**src/rtl/usb_lm_pkg.sv**
```systemverilog
// Shared encodings for the USB line monitor.
package usb_lm_pkg;

    typedef enum logic [1:0] {
        SYM_SE0 = 2'd0,
        SYM_J   = 2'd1,
        SYM_K   = 2'd2,
        SYM_SE1 = 2'd3
    } line_sym_t;

    typedef enum logic [1:0] {
        SPD_FULL = 2'd0,
        SPD_LOW  = 2'd1,
        SPD_HUB  = 2'd2
    } speed_t;

    localparam logic [1:0] CFG_FULL = 2'd1;
    localparam logic [1:0] CFG_LOW  = 2'd2;

    // Any code other than fixed full or fixed low means automatic.
    function automatic logic cfg_is_auto(logic [1:0] cfg);
        return (cfg != CFG_FULL) && (cfg != CFG_LOW);
    endfunction

    // Speed named by an idle line; dflt when the line shows no J polarity.
    function automatic speed_t idle_speed(logic dp, logic dm, speed_t dflt);
        if (dp && !dm)      return SPD_FULL;
        else if (!dp && dm) return SPD_LOW;
        else                return dflt;
    endfunction

    // Speed that a fixed configuration imposes (full when automatic).
    function automatic speed_t cfg_speed(logic [1:0] cfg);
        return (cfg == CFG_LOW) ? SPD_LOW : SPD_FULL;
    endfunction

endpackage

```
**src/rtl/usb_lm_sync.sv**
```systemverilog
// Multi-stage synchronizer for the bus lines.
// Assumes: inputs are asynchronous to clk; STAGES >= 2.
// vld_o rises once every stage holds a real sample after reset.
module usb_lm_sync #(
    parameter int WIDTH  = 2,
    parameter int STAGES = 2
) (
    input  logic             clk,
    input  logic             rst_n,
    input  logic [WIDTH-1:0] d_i,
    output logic [WIDTH-1:0] q_o,
    output logic             vld_o
);

    logic [WIDTH-1:0]  stg_q [STAGES];
    logic [STAGES-1:0] fill_q;

    // Shift the lines through the stages and track pipeline fill.
    always_ff @(posedge clk) begin
        if (!rst_n) begin
            for (int i = 0; i < STAGES; i++) stg_q[i] <= '0;
            fill_q <= '0;
        end else begin
            stg_q[0] <= d_i;
            for (int i = 1; i < STAGES; i++) stg_q[i] <= stg_q[i-1];
            fill_q <= {fill_q[STAGES-2:0], 1'b1};
        end
    end

    assign q_o   = stg_q[STAGES-1];
    assign vld_o = fill_q[STAGES-1];

    // once the pipeline is full it stays full until reset.
    assert_fill_keep_R3: assert property (@(posedge clk) disable iff (!rst_n)
        vld_o |=> vld_o);

endmodule

```
**src/rtl/usb_lm_classify.sv**
```systemverilog
// Names the synchronized line state as SE0, J, K or SE1.
// Assumes: speed is the currently effective speed; only low speed
// swaps J and K, hub mode keeps full-speed polarity.
module usb_lm_classify
    import usb_lm_pkg::*;
(
    input  logic      dp_i,
    input  logic      dm_i,
    input  speed_t    spd_i,
    output line_sym_t sym_o
);

    logic low_pol;

    // Pick the J/K naming from the polarity the speed implies.
    always_comb begin
        low_pol = (spd_i == SPD_LOW);
        unique case ({dp_i, dm_i})
            2'b00:   sym_o = SYM_SE0;
            2'b11:   sym_o = SYM_SE1;
            2'b10:   sym_o = low_pol ? SYM_K : SYM_J;
            default: sym_o = low_pol ? SYM_J : SYM_K;
        endcase
    end

endmodule

```
**src/rtl/usb_lm_se0_timer.sv**
```systemverilog
// Counts consecutive SE0 samples and flags which duration band an SE0
// fell in when it ends.
// Assumes: se0_i is meaningful only while vld_i is high.
module usb_lm_se0_timer #(
    parameter int KA_CYC  = 57,
    parameter int RST_CYC = 120
) (
    input  logic clk,
    input  logic rst_n,
    input  logic vld_i,
    input  logic se0_i,
    output logic end_o,
    output logic long_o,
    output logic rst_hit_o,
    output logic ka_hit_o
);

    localparam int CNT_MAX = RST_CYC + 1;
    localparam int CW      = $clog2(CNT_MAX + 1);

    logic [CW-1:0] cnt_q;

    // Count SE0 samples up to saturation, clear on any other state.
    always_ff @(posedge clk) begin
        if (!rst_n) begin
            cnt_q <= '0;
        end else if (vld_i) begin
            if (se0_i) begin
                if (cnt_q != CW'(CNT_MAX)) cnt_q <= cnt_q + 1'b1;
            end else begin
                cnt_q <= '0;
            end
        end
    end

    assign end_o     = vld_i && !se0_i && (cnt_q != '0);
    assign long_o    = cnt_q >= CW'(2);
    assign rst_hit_o = cnt_q > CW'(RST_CYC);
    assign ka_hit_o  = (cnt_q > CW'(KA_CYC)) && !rst_hit_o;

    // the counter never passes its saturation value.
    assert_cnt_sat_R12: assert property (@(posedge clk) disable iff (!rst_n)
        cnt_q <= CW'(CNT_MAX));

    // after an SE0 ends the count restarts from zero.
    assert_cnt_clear_R6: assert property (@(posedge clk) disable iff (!rst_n)
        end_o |=> (cnt_q == '0));

endmodule

```
**src/rtl/usb_line_monitor.sv**
```systemverilog
// USB line state and bus event detector.
// Synchronizes D+/D-, names the line symbol, times SE0 stretches for
// bus reset and keep-alive, and keeps the effective speed (fixed,
// inferred from the idle line, or low speed via hub).
// Assumes: SAMPLE_HZ is the frequency of clk; reset is synchronous.
module usb_line_monitor
    import usb_lm_pkg::*;
#(
    parameter int SAMPLE_HZ   = 48_000_000,
    parameter int SYNC_STAGES = 2
) (
    input  logic       clk,
    input  logic       rst_n,
    input  logic       dp_i,
    input  logic       dm_i,
    input  logic [1:0] cfg_mode_i,
    input  logic       hub_ls_req_i,
    output logic [1:0] sym_o,
    output logic [1:0] speed_o,
    output logic       bus_reset_o,
    output logic       keep_alive_o
);

    localparam int KA_CYC  = int'((64'(SAMPLE_HZ) * 64'd12) / 64'd10_000_000);
    localparam int RST_CYC = int'((64'(SAMPLE_HZ) * 64'd25) / 64'd10_000_000);

    logic [1:0] line_s;
    logic       line_vld;
    logic       se0_end, se0_long, rst_hit, ka_hit;
    logic       init_pend_q, init_eval;
    logic       bus_reset_q, keep_alive_q;
    speed_t     speed_q;
    line_sym_t  sym;

    usb_lm_sync #(.WIDTH(2), .STAGES(SYNC_STAGES)) u_sync (
        .clk   (clk),
        .rst_n (rst_n),
        .d_i   ({dp_i, dm_i}),
        .q_o   (line_s),
        .vld_o (line_vld)
    );

    usb_lm_classify u_classify (
        .dp_i  (line_s[1]),
        .dm_i  (line_s[0]),
        .spd_i (speed_q),
        .sym_o (sym)
    );

    usb_lm_se0_timer #(.KA_CYC(KA_CYC), .RST_CYC(RST_CYC)) u_timer (
        .clk       (clk),
        .rst_n     (rst_n),
        .vld_i     (line_vld),
        .se0_i     (line_s == 2'b00),
        .end_o     (se0_end),
        .long_o    (se0_long),
        .rst_hit_o (rst_hit),
        .ka_hit_o  (ka_hit)
    );

    assign init_eval = line_vld && init_pend_q;

    // Keep the effective speed and raise the one-clock event pulses.
    always_ff @(posedge clk) begin
        if (!rst_n) begin
            speed_q      <= cfg_speed(cfg_mode_i);
            init_pend_q  <= 1'b1;
            bus_reset_q  <= 1'b0;
            keep_alive_q <= 1'b0;
        end else begin
            bus_reset_q  <= 1'b0;
            keep_alive_q <= 1'b0;
            if (init_eval) begin
                init_pend_q <= 1'b0;
                if (cfg_is_auto(cfg_mode_i))
                    speed_q <= idle_speed(line_s[1], line_s[0], speed_q);
            end else if (se0_end) begin
                bus_reset_q  <= rst_hit;
                keep_alive_q <= ka_hit && (speed_q == SPD_LOW);
                if (se0_long) begin
                    if (rst_hit)
                        speed_q <= cfg_is_auto(cfg_mode_i)
                                   ? idle_speed(line_s[1], line_s[0], SPD_FULL)
                                   : cfg_speed(cfg_mode_i);
                    else if (cfg_is_auto(cfg_mode_i))
                        speed_q <= idle_speed(line_s[1], line_s[0], speed_q);
                end
            end else if (hub_ls_req_i) begin
                speed_q <= SPD_HUB;
            end
        end
    end

    assign sym_o        = sym;
    assign speed_o      = speed_q;
    assign bus_reset_o  = bus_reset_q;
    assign keep_alive_o = keep_alive_q;

    // a keep-alive only follows an SE0 timed while at low speed.
    assert_ka_low_R8: assert property (@(posedge clk) disable iff (!rst_n)
        keep_alive_o |-> ($past(speed_q) == SPD_LOW));

    // a bus reset under fixed full configuration lands at full speed.
    assert_rst_full_R7: assert property (@(posedge clk) disable iff (!rst_n)
        (bus_reset_o && ($past(cfg_mode_i) == CFG_FULL)) |-> (speed_q == SPD_FULL));

    // an honoured hub request yields hub mode.
    assert_hub_req_R10: assert property (@(posedge clk) disable iff (!rst_n)
        ($past(rst_n) && $past(hub_ls_req_i) && !$past(se0_end) && !$past(init_eval))
        |-> (speed_q == SPD_HUB));

    // pulses never coincide and last one clock.
    assert_pulse_excl_R12: assert property (@(posedge clk) disable iff (!rst_n)
        !(bus_reset_o && keep_alive_o));
    assert_rst_single_R6: assert property (@(posedge clk) disable iff (!rst_n)
        bus_reset_o |=> !bus_reset_o);
    assert_ka_single_R12: assert property (@(posedge clk) disable iff (!rst_n)
        keep_alive_o |=> !keep_alive_o);

endmodule

```
**config.mk**
```make
export PLATFORM = sky130hd
export DESIGN_NAME = usb_line_monitor
export DESIGN_NICKNAME = d
export VERILOG_FILES = /design/src/rtl/usb_lm_pkg.sv /design/src/rtl/usb_lm_sync.sv /design/src/rtl/usb_lm_classify.sv /design/src/rtl/usb_lm_se0_timer.sv /design/src/rtl/usb_line_monitor.sv
export SDC_FILE = /design/constraint.sdc
export NUM_CORES = 1
export LEC_CHECK = 0
export CORE_MARGIN = 2
export CORE_UTILIZATION = 64
export DETAILED_ROUTE_END_ITERATION = 10
export DONT_BUFFER_PORTS = 1
export GPL_TIMING_DRIVEN = 0
export HOLD_SLACK_MARGIN = 0.08
export PLACE_DENSITY = 0.8
export SYNTH_ARGS = -nofsm -noshare
export SYNTH_HDL_FRONTEND = slang
export SYNTH_SLANG_ARGS = --single-unit
export TNS_END_PERCENT = 50
```
**constraint.sdc**
```tcl
create_clock -name clk -period 2.45 [get_ports clk]
set_input_delay 0.3675 -clock clk [delete_from_list [all_inputs] [get_ports clk]]
set_output_delay 0.3675 -clock clk [all_outputs]
set_load 0.05 [all_outputs]
```
# Word-level counts from Yosys, hierarchy flattened
# Memory sizes are Yosys's and may differ from the RTL's.
# Cells that the tools add are included.
[totals]
regBits = 14
ramBits = 4
inputBits = 7
output_inout_bits = 6
mem_count = 1
[op_classes]
n_addsub = 1
order_cmp = 3
eq_ne = 10
muxes = 23
bitwise = 4
reduce_logical = 17
[mem_list]
columns = ["name", "words", "word_bits", "read_ports", "rd_ports_with_merged_regs", "wr", "line_no", "rtl"]
rows = [
  ["u_sync.stg_q", 2, 2, 2, 0, 2, "usb_lm_sync.sv:15", "logic [WIDTH-1:0] stg_q [STAGES];"],
]
[op_table]
columns = ["operator", "n"]
rows = [
  ["$mux 2", 14],
  ["$mux 7", 2],
  ["$logic_and 1x1->1", 8],
  ["$add 7x1->7 const B", 1],
  ["$ge 7x2->1 const B", 1],
  ["$gt 7x6->1 const B", 1],
  ["$gt 7x7->1 const B", 1],
  ["$ne 7x7->1 const B", 1],
  ["$reduce_bool 7->1", 1],
  ["$eq 2x2->1 const B", 3],
  ["$mux 1", 6],
  ["$pmux 2 s3", 1],
  ["$logic_not 1->1", 4],
  ["$ne 2x2->1 const B", 2],
  ["$ne 4x1->1 const B", 1],
  ["$ne 4x2->1 const B", 1],
  ["$reduce_and 2->1", 2],
  ["$reduce_or 3->1", 1],
  ["$eq 2x1->1 const B", 1],
  ["$logic_not 2->1", 1],
  ["$ne 2x1->1 const B", 1],
  ["$not 1->1", 2],
  ["$or 1x1->1", 2],
]

# Longest topological paths before layout
# Gate-level depths: netlist of the first run.
# An unclocked memory read counts as a cell.
[logic_depth]
word_depth = 11
depth_mapped = 6

# Cells and area by module
# From an unflattened synthesis of the first run, not the netlist that was laid out.
[unflattened]
cells_unflattened = 108
hier_area_um2 = 947.2
[modules_own_cells]
columns = ["mod", "n_inst", "cells_per_inst", "area_per_inst_um2", "seq_area_each_um2"]
rows = [
  ["usb_lm_se0_timer", 1, 61, 474.2, 140.1],
  ["usb_line_monitor", 1, 31, 270.3, 120.1],
  ["usb_lm_sync", 1, 13, 166.4, 120.1],
  ["usb_lm_classify", 1, 3, 36.3, 0.0],
]

# Worst setup path before layout of the first run
# Ideal clock, no wire load.
[synth_path]
path_type = "register to output"
start = "register speed_q[0], in the netlist speed_o[0]"
end = "output port sym_o[0]"
t_arrival_ns = 1.990
t_required_ns = 2.082
setup_slack_ns = 0.093
path_stages_with_launch = 3
n_path_buf = 0
cell_sequence = "edfxtp_1 > nor2b_1 > o21ai_0"
[synth_via]
elab_chain_cells = 3
[synth_rtl]
columns = ["item", "line_no", "rtl"]
rows = [
  ["start, declared", "usb_line_monitor.sv:32", "speed_t speed_q;"],
  ["start signal, assigned", "usb_line_monitor.sv:66", "speed_q <= cfg_speed(cfg_mode_i);"],
  ["start signal, assigned", "usb_line_monitor.sv:76", "speed_q <= idle_speed(line_s[1], line_s[0], speed_q);"],
  ["start signal, assigned", "usb_line_monitor.sv:82", "speed_q <= cfg_is_auto(cfg_mode_i)"],
  ["$eq 2x1->1 *", "usb_lm_classify.sv:17", "low_pol = (spd_i == SPD_LOW);"],
  ["$mux 2, on equally long branches", "usb_lm_classify.sv:22, usb_lm_classify.sv:21", ""],
  ["$pmux 2 s3 *", "usb_lm_classify.sv:18", "unique case ({dp_i, dm_i})"],
  ["end, declared", "usb_line_monitor.sv:18", "output logic [1:0] sym_o,"],
]
# Mark *: on every way between the ends. The rest lies on a longest branch, timed or not.

# Worst setup path in the final report of the first run
[layout_path]
start = "register speed_q[0], in the netlist speed_o[0]"
end = "output port sym_o[1]"
# The elaborated chain is that of the path after synthesis.

==> impl_metrics.tcl, run 1 <==
set metrics [dict create \
    floorplan.initialDensity_pct 70.5 \
    rsz0062_at_grt "no" \
    vias_per_inst 6.11 \
    port-buffer-count 0 \
    finished_cell_area_mm2 0.00101 \
    routed_wl_um 1900 \
    yosys.cell_types.count 37 \
    fraction_of_registers_with_async_set_or_reset_after_synthesis_pct 0 \
    post_route_cells_drive_above_1_share_pct 11.8 \
    globalplace.congestion 0.859 \
    run_status "finished, final reports clean" \
    reported_max_cap_violation_count 0 \
    vdd_ir_drop_max_mv 0.408 \
    cts.sinks 18 \
    max-slew-margin-rel_pct 64.9 \
    synthFlopType "sky130_fd_sc_hd__dfxtp_1" \
    num_vias 764 \
    clk_latency_ns 0.29 \
    fp.coreArea_mm2 0.00133 \
    chipHeight_um 42.3 \
    cts_tree "yes" \
    rows 13 \
    ctsHtreeMaxLevel 1 \
    grt.total_usage_pct 24.9 \
    p_per_area_mw_per_mm2 573 \
    drt_pass1_iterations 4 \
    die_width_um 42.3 \
    clkSlewWorstSetupHoldPaths_ns 0.10 \
    critPathCaptureType "output port" \
    global_route.overflow_total 0 \
    crit_path_max_fanout 4 \
    routed_wire_per_std_cell_um 15.2 \
    setup_viol_count_final 0 \
    cts-resized-gates 0 \
    critical_path.startpoint_type "register" \
    dr.first_iter.drc_count 39 \
    worst-r2r-setup-slack_ns 0.66 \
    placedInstanceArea_um2 967 \
    clockBufferDepth 2 \
    layout_common_cells "sky130_fd_sc_hd__dfxtp_1, sky130_fd_sc_hd__nand2_1, sky130_fd_sc_hd__inv_1" \
    cts-buffers-inserted 3 \
    antenna_left 0 \
    most_common_cell_after_layout_fill_and_taps_aside "sky130_fd_sc_hd__dfxtp_1" \
    yosys_register_bits 18 \
    synth_nets 115 \
    pre_cts_setup_slack_ns 0.601 \
    hpwlAfterDp_um 1350 \
    syn_to_final_growth_pct 7.71 \
    drc_errors 0 \
    post_synth.cell_area_avg_um2 9.05 \
    hold_violations 0 \
    grt_pass1_wl_um 3310 \
    totalNegativeSetupSlack_ns 0 \
    antenna_found_initial 0 \
    skew_ns 0.00105 \
    slew_violations 0 \
    pin_count_of_the_biggest_net_entering_global_routing 11 \
    cp_data_required_time_ns 2.08 \
    synth_cells 104 \
    netlist_area_before_placement_um2 941 \
    ys_seq_area_share_pct 40.4 \
    floorplan.die_area_mm2 0.00179 \
    post-route-period-util_pct 89.1 \
    yosys_warnings 0 \
    clk_root_buffer_cell "sky130_fd_sc_hd__clkbuf_4" \
    period_needed_ns 2.18 \
    insertedDiodeCount 0 \
    class_of_the_worst_hold_path "in2reg" \
    io-pin-count 13 \
    synth_edf_count 2 \
    max_freq_mhz 458 \
    tightestPinTransition_ns 0.527 \
    vias_in_the_first_global_route 757 \
    finish.net_count 122 \
    final.setup.worst_slack_ns 0.267 \
    cp.arrival_ns 1.82 \
    p_leak_nw 0.412 \
    critPathKind "reg2out" \
]
-- final cells by class --
class	count	area (um2)
Tap cell	15	18.8
Multi-Input combinational cell	74	505
Sequential cell	18	380
Fill cell	107	320
Inverter	8	30.0
Clock buffer	4	36.3
Timing Repair Buffer	2	17.5
Buffer	4	25.0
-- synth_stat cells, types with 3 or more instances --
cell type,n,area share (%)
sky130_fd_sc_hd__a21oi_1,4,2.1
sky130_fd_sc_hd__and2_1,5,3.3
sky130_fd_sc_hd__dfxtp_1,16,34
sky130_fd_sc_hd__ha_1,4,5.3
sky130_fd_sc_hd__inv_1,8,3.2
sky130_fd_sc_hd__nand2_1,10,4.0
sky130_fd_sc_hd__nand2b_1,3,2.0
sky130_fd_sc_hd__nand4_1,4,2.7
sky130_fd_sc_hd__nor2_1,5,2.0
sky130_fd_sc_hd__nor2b_1,3,2.0
sky130_fd_sc_hd__o21ai_0,5,2.7
sky130_fd_sc_hd__xor2_1,4,3.7
-- per-stage QoR --
step                hold slack, ns  instances  total power, mW  util, %
floorplan                    0.395        104            0.390        -
global placement             0.395        119            0.400     72.0
detailed placement           0.395        120            0.404     72.5
CTS                         0.0872        124            0.582     75.2
global route                 0.184        125            0.607     76.0
finish                       0.197        125            0.580     76.0
-- where the power goes --
part | leakage [nW] | switching (mW) | internal, mW
combinational | 0.239 | 0.0427 | 0.0273
sequential | 0.153 | 0.0209 | 0.309
clock | 0.0210 | 0.0895 | 0.0907
total | 0.412 | 0.153 | 0.427
-- metal layers --
metal / part of all wire, % / GRT usage [%] / vias to the layer above
met4: 2.2 / 11.9 / 0
li1: - / - / 375
met3: 4.9 / 6.47 / 7
met1: 45 / 32.5 / 353
met2: 47 / 38.2 / 29
met5: 0 / 0 / -
-- sequential cells by signal, indices dropped and copies added, names as in the netlist --
signal,count
u_timer.cnt_q,7
u_sync.fill_q,2
keep_alive_o,1
speed_o,2
init_pend_q,1
u_sync.stg_q,4
bus_reset_o,1
-- final timing paths --
| check | start | depth (start not counted) | endpoint |
|---|---|---|---|
| max | speed_o[0] | 2 | sym_o[1] |
| max reg2reg | u_timer.cnt_q[1] | 6 | speed_o[0] |
| min reg2reg | u_sync.stg_q[0][1] | 1 | u_sync.stg_q[0][3] |
| min | dp_i | 1 | u_sync.stg_q[0][1] |
-- critical path, stage by stage, from the launching register on --
cell and delay [ns]:
sky130_fd_sc_hd__edfxtp_1 0.69, sky130_fd_sc_hd__nor2b_1 0.33, sky130_fd_sc_hd__mux2_2 0.50
-- what timing repair did --
| action | in CTS | in global routing |
|---|---|---|
| endpoints found under the hold margin | 0 | 1 |
| hold buffers | 0 | 1 |
| buffers inserted | 0 | 0 |
-- logic make-up after synthesis --
| group | synth area share (%) |
|---|---|
| and+or+nand+nor | 25.9 |
| AOI/OAI and AO/OA | 15.7 |
| adders and majority gates | 5.32 |
| DFF | 40.4 |
| muxes | 1.20 |
| buffers and inverters | 5.85 |
| xor gates and xnor gates | 5.59 |
Note: power is estimated with default switching activity, not from simulation.
==> run 2: changes to the inputs <==
--- a/config.mk
+++ b/config.mk
@@ -9,7 +9,6 @@
 export CORE_UTILIZATION = 64
 export DETAILED_ROUTE_END_ITERATION = 10
 export DONT_BUFFER_PORTS = 1
-export GPL_TIMING_DRIVEN = 0
 export HOLD_SLACK_MARGIN = 0.08
 export PLACE_DENSITY = 0.8
 export SYNTH_ARGS = -nofsm -noshare
==> run 2 against run 1 <==
Net effect:
- clock power rose by 2%
- clock skew hardly changed
- critical path type unchanged
- sequential power shrank 1%
- combinational power down 1%
- largest power group unchanged
- via count down 2.9%
- utilization shrank 1.3 points
- power is 0.25% lower
- global-route usage fell by 2.8 points
- sequential share of layout area increased by 0.66 points
==> impl_metrics.tcl, run 2 (same netlist as run 1, synthesis figures left out) <==
set metrics [dict create \
    finish.net_count 119 \
    cpPeakStageDelay_ns 0.63 \
    global_route.overflow_total 0 \
    chipHeight_um 42.3 \
    critical_path.startpoint_type "register" \
    vias_per_inst 6.08 \
    vdd_ir_drop_max_mv 0.471 \
    registers.top_by_ff_count "u_timer.cnt_q" \
    class_of_the_worst_hold_path "in2reg" \
    die_width_um 42.3 \
    skew_ns 0.00123 \
    clk_latency_ns 0.30 \
    layout_common_cells "sky130_fd_sc_hd__dfxtp_1, sky130_fd_sc_hd__nand2_1, sky130_fd_sc_hd__inv_1, sky130_fd_sc_hd__and2_1, sky130_fd_sc_hd__nor2_1" \
    most_common_cell_after_layout_fill_and_taps_aside "sky130_fd_sc_hd__dfxtp_1" \
    dr.first_iter.drc_count 24 \
    insertedDiodeCount 0 \
    critical_path.top_delay_family "flip-flops" \
    totalNegativeSetupSlack_ns 0 \
    critPathCaptureType "output port" \
    rsz0062_at_grt "no" \
    post-layout-total-power_mw 0.579 \
    post-route-period-util_pct 87.5 \
    layout_cells_excl_fill 122 \
    floorplan.initialDensity_pct 70.5 \
    clk_root_buffer_cell "sky130_fd_sc_hd__clkbuf_4" \
    cts.sinks 18 \
    syn_to_final_growth_pct 5.85 \
    period_needed_ns 2.14 \
    antenna_found_initial 0 \
    drt_pass1_iterations 4 \
    hpwlAfterDp_um 1280 \
    run_status "finished, final reports clean" \
    dp_cells 117 \
    critPathKind "reg2out" \
    pin_count_of_the_biggest_net_entering_global_routing 12 \
    slew_violations 0 \
    crit_path_max_fanout 4 \
    cts-buffers-inserted 3 \
    max_freq_mhz 466 \
    cp_data_required_time_ns 2.08 \
    tightestPinTransition_ns 0.501 \
    clockBufferDepth 2 \
    final.fill_count 102 \
    slowest_stage_cell_crit_path "sky130_fd_sc_hd__edfxtp_1" \
    p_per_area_mw_per_mm2 581 \
    grt_use_met1_pct 26.1 \
    crit_chain "nor2b_1 > mux2_2" \
    clkSlewWorstSetupHoldPaths_ns 0.10 \
    cp.arrival_ns 1.78 \
    max-slew-margin-rel_pct 66.6 \
    timing.critical_path.buf_inv 0 \
    globalplace.congestion 0.834 \
    setup_viol_count_final 0 \
    p_leak_nw 0.400 \
    routed_wire_per_std_cell_um 14.3 \
    post_route_cells_drive_above_1_share_pct 10.3 \
    drc_errors 0 \
    rows 13 \
    vias_in_the_first_global_route 702 \
    fp.coreArea_mm2 0.00133 \
    antenna_left 0 \
    hold_violations 0 \
    met2_routing_resource_usage_after_global_routing_pct 36.9 \
    largest_reg_flops 7 \
    top_usage_layer "met2" \
    cts_tree "yes" \
    ctsHtreeMaxLevel 1 \
    grt_util_met3_pct 5.60 \
    floorplan.die_area_mm2 0.00179 \
    num_vias 742 \
    largestRegisters "u_timer.cnt_q x7, u_sync.stg_q x4" \
    port-buffer-count 0 \
    routed_wl_um 1750 \
    io-pin-count 13 \
    grt.total_usage_pct 22.2 \
    grt_pass1_wl_um 2960 \
    reported_max_cap_violation_count 0 \
]
run 2: power breakdown:
part           switching [mW]  internal, mW
sequential             0.0168         0.309
combinational          0.0430        0.0262
clock                  0.0931        0.0907
total                   0.153         0.426
run 2: final cells by class:
class | count | area (um2) | share of cell area, %
Multi-Input combinational cell | 74 | 505 | 50.8
Sequential cell | 18 | 380 | 38.2
Clock buffer | 4 | 36.3 | 3.64
Timing Repair Buffer | 3 | 25.0 | 2.51
Inverter | 8 | 30.0 | 3.02
Tap cell | 15 | 18.8 | 1.88
run 2: per-layer routing:
metal	share of wire (%)	vias to the layer above	routed length (um)
met3	4.5	5	78
met1	45	351	778
met4	2.3	0	41
met5	0	-	0
met2	49	19	849
li1	-	367	-
run 2: what timing repair did:
item / in CTS / in global routing
setup buffers: 0 / 0
hold endpoints to repair: 0 / 1
hold buffers: 0 / 1
resized for setup: 0 / 0
run 2: final timing paths:
check / startpoint / to / slack, ns / cells past startpoint
worst min-delay path: rst_n / init_pend_q / 0.14 / 1
worst max register to register: u_timer.cnt_q[0] / speed_o[0] / 0.68 / 6
worst max-delay path: speed_o[1] / sym_o[1] / 0.31 / 2
worst min register to register: u_sync.stg_q[0][1] / u_sync.stg_q[0][3] / 0.44 / 1
run 2: worst reg2reg max path: stages, from the launching register on:
cell                        delay [ns]
sky130_fd_sc_hd__dfxtp_1          0.41
sky130_fd_sc_hd__inv_1            0.12
sky130_fd_sc_hd__ha_1             0.23
sky130_fd_sc_hd__nand2b_1         0.11
sky130_fd_sc_hd__nand4bb_1        0.18
sky130_fd_sc_hd__and3_1           0.20
sky130_fd_sc_hd__o41ai_2          0.34
run 2: per-stage QoR:
stage / setup slack, ns / instance area [um2] / utilization, % / hold slack [ns]
2_1_floorplan: 0.0929 / 941 / - / 0.395
3_3_place_gp: 0.654 / 950 / 71.2 / 0.396
3_5_place_dp: 0.647 / 950 / 71.2 / 0.396
4_1_cts: 0.305 / 986 / 73.9 / 0.0839
5_1_grt: 0.252 / 996 / 74.7 / 0.155
6_report: 0.305 / 996 / 74.7 / 0.144
==> run 3: changes to the inputs <==
--- a/config.mk
+++ b/config.mk
@@ -11,6 +11,7 @@
 export DONT_BUFFER_PORTS = 1
 export HOLD_SLACK_MARGIN = 0.08
 export PLACE_DENSITY = 0.8
+export REMOVE_ABC_BUFFERS = 1
 export SYNTH_ARGS = -nofsm -noshare
 export SYNTH_HDL_FRONTEND = slang
 export SYNTH_SLANG_ARGS = --single-unit
==> run 3 against run 2 <==
Net effect:
- utilization stayed put
- power is 0.23% lower
- worst setup slack better by 0.014 ns
- clock power hardly changed
- worst hold slack better by 0.0052 ns
- global-route usage is 0.52 points higher
- clock skew hardly changed
- sequential power hardly changed
- flip-flop and latch count stayed put
==> impl_metrics.tcl, run 3 (same netlist as run 1, synthesis figures left out) <==
set metrics [dict create \
    p_leak_nw 0.400 \
    cp.arrival_ns 1.76 \
    critical_path.top_delay_family "flip-flops" \
    slowest_stage_cell_crit_path "sky130_fd_sc_hd__edfxtp_1" \
    ctsHtreeMaxLevel 1 \
    max-slew-margin-rel_pct 66.3 \
    pin_count_of_the_biggest_net_entering_global_routing 12 \
    post-layout-total-power_mw 0.578 \
    hpwlAfterDp_um 1380 \
    vias_in_the_first_global_route 698 \
    critPathKind "reg2out" \
    die_width_um 42.3 \
    tightestPinTransition_ns 0.505 \
    clkSlewWorstSetupHoldPaths_ns 0.09 \
    global_route.overflow_total 0 \
    most_common_cell_after_layout_fill_and_taps_aside "sky130_fd_sc_hd__dfxtp_1" \
    clockBufferDepth 2 \
    registers.top_by_ff_count "u_timer.cnt_q" \
    floorplan.initialDensity_pct 70.5 \
    vdd_ir_drop_max_mv 0.422 \
    seq_power_share_pct 56.5 \
    timing.critical_path.buf_inv 0 \
    slew_violations 0 \
    period_needed_ns 2.13 \
    finish.net_count 119 \
    io-pin-count 13 \
    syn_to_final_growth_pct 5.85 \
    drc_errors 0 \
    postLayoutCoreUtil_pct 74.7 \
    dr.first_iter.drc_count 17 \
    clkPwrFrac_pct 31.3 \
    rsz0062_at_grt "no" \
    post_route_cells_drive_above_1_share_pct 10.3 \
    globalplace.congestion 0.830 \
    power.switching_fraction_pct 26.2 \
    cts-resized-gates 0 \
    cellInternalPower_mw 0.426 \
    final.fill_count 102 \
    routed_wire_per_std_cell_um 15.3 \
    class_of_the_worst_hold_path "in2reg" \
    reported_max_cap_violation_count 0 \
    cpPeakStageDelay_ns 0.63 \
    cts.sinks 18 \
    fp.coreArea_mm2 0.00133 \
    cts-buffers-inserted 3 \
    vias_per_inst 6.32 \
    clk_root_buffer_cell "sky130_fd_sc_hd__clkbuf_4" \
    drt_pass1_iterations 4 \
    largestRegisters "u_timer.cnt_q x7, u_sync.stg_q x4" \
    num_vias 771 \
    combinationalPowerShare_pct 12.2 \
    insertedDiodeCount 0 \
    crit_path_max_fanout 4 \
    totalNegativeSetupSlack_ns 0 \
    routed_wl_um 1870 \
    p_per_area_mw_per_mm2 580 \
    critical_path.startpoint_type "register" \
    clk_latency_ns 0.30 \
    worst-r2r-setup-slack_ns 0.63 \
    largest_reg_flops 7 \
    floorplan.die_area_mm2 0.00179 \
    port-buffer-count 0 \
    antenna_found_initial 0 \
    layout_common_cells "sky130_fd_sc_hd__dfxtp_1, sky130_fd_sc_hd__nand2_1, sky130_fd_sc_hd__inv_1, sky130_fd_sc_hd__and2_1, sky130_fd_sc_hd__nor2_1" \
    post-route-period-util_pct 87.0 \
    cts_tree "yes" \
    grt_pass1_wl_um 3000 \
    switchingPower_mw 0.151 \
    cp_data_required_time_ns 2.08 \
    rows 13 \
    grt.total_usage_pct 22.7 \
    hold_violations 0 \
    chipHeight_um 42.3 \
    skew_ns 0.000800 \
    setup_viol_count_final 0 \
    critPathCaptureType "output port" \
    crit_chain "nor2b_1 > mux2_2" \
    run_status "finished, final reports clean" \
    antenna_left 0 \
    max_freq_mhz 469 \
]
[run 3: layout make-up]
type	count	area (um2)	area share, %
timing repair buffer	3	25.0	2.51
tap	15	18.8	1.88
sequential	18	380	38.2
multi-input combinational	74	505	50.8
clock buffer	4	36.3	3.64
inverter	8	30.0	3.02
[run 3: layer usage]
| metal | part of all wire, % | track usage (%) | wire [um] | vias up |
|---|---|---|---|---|
| li1 | - | - | - | 371 |
| met1 | 41 | 28.5 | 766 | 352 |
| met2 | 49 | 34.8 | 909 | 41 |
| met3 | 7.6 | 6.90 | 141 | 7 |
| met4 | 2.6 | 11.9 | 48 | 0 |
| met5 | 0 | 0 | 0 | - |
[run 3: worst paths after layout]
check	endpoint	start	depth (start not counted)
min	init_pend_q	rst_n	1
min reg2reg	u_sync.stg_q[0][2]	u_sync.stg_q[0][0]	1
max	sym_o[1]	speed_o[1]	2
max reg2reg	speed_o[0]	u_timer.cnt_q[0]	6
[run 3: power by group through the flow]
stage                     Combinational (mW)  Clock, mW  Sequential [mW]
after detailed placement              0.0681          0            0.333
after global routing                  0.0766      0.194            0.328
after CTS                             0.0698      0.183            0.326
final                                 0.0707      0.181            0.326
after floorplan                       0.0488          0            0.336
after global placement                0.0656          0            0.332
[run 3: what timing repair did]
item                                   CTS  global route
hold buffers                             1             0
buffers inserted                         0             0
endpoints found under the hold margin    1             0
setup endpoints to repair                0             0
[run 3: through the flow]
stage / cell area (um2) / instances / worst slack (ns) / hold WS [ns]
floorplan: 916 / 100 / 0.0929 / 0.395
global placement: 950 / 117 / 0.655 / 0.396
detailed placement: 950 / 117 / 0.638 / 0.396
CTS: 996 / 122 / 0.315 / 0.145
global route: 996 / 122 / 0.220 / 0.144
finish: 996 / 122 / 0.319 / 0.149
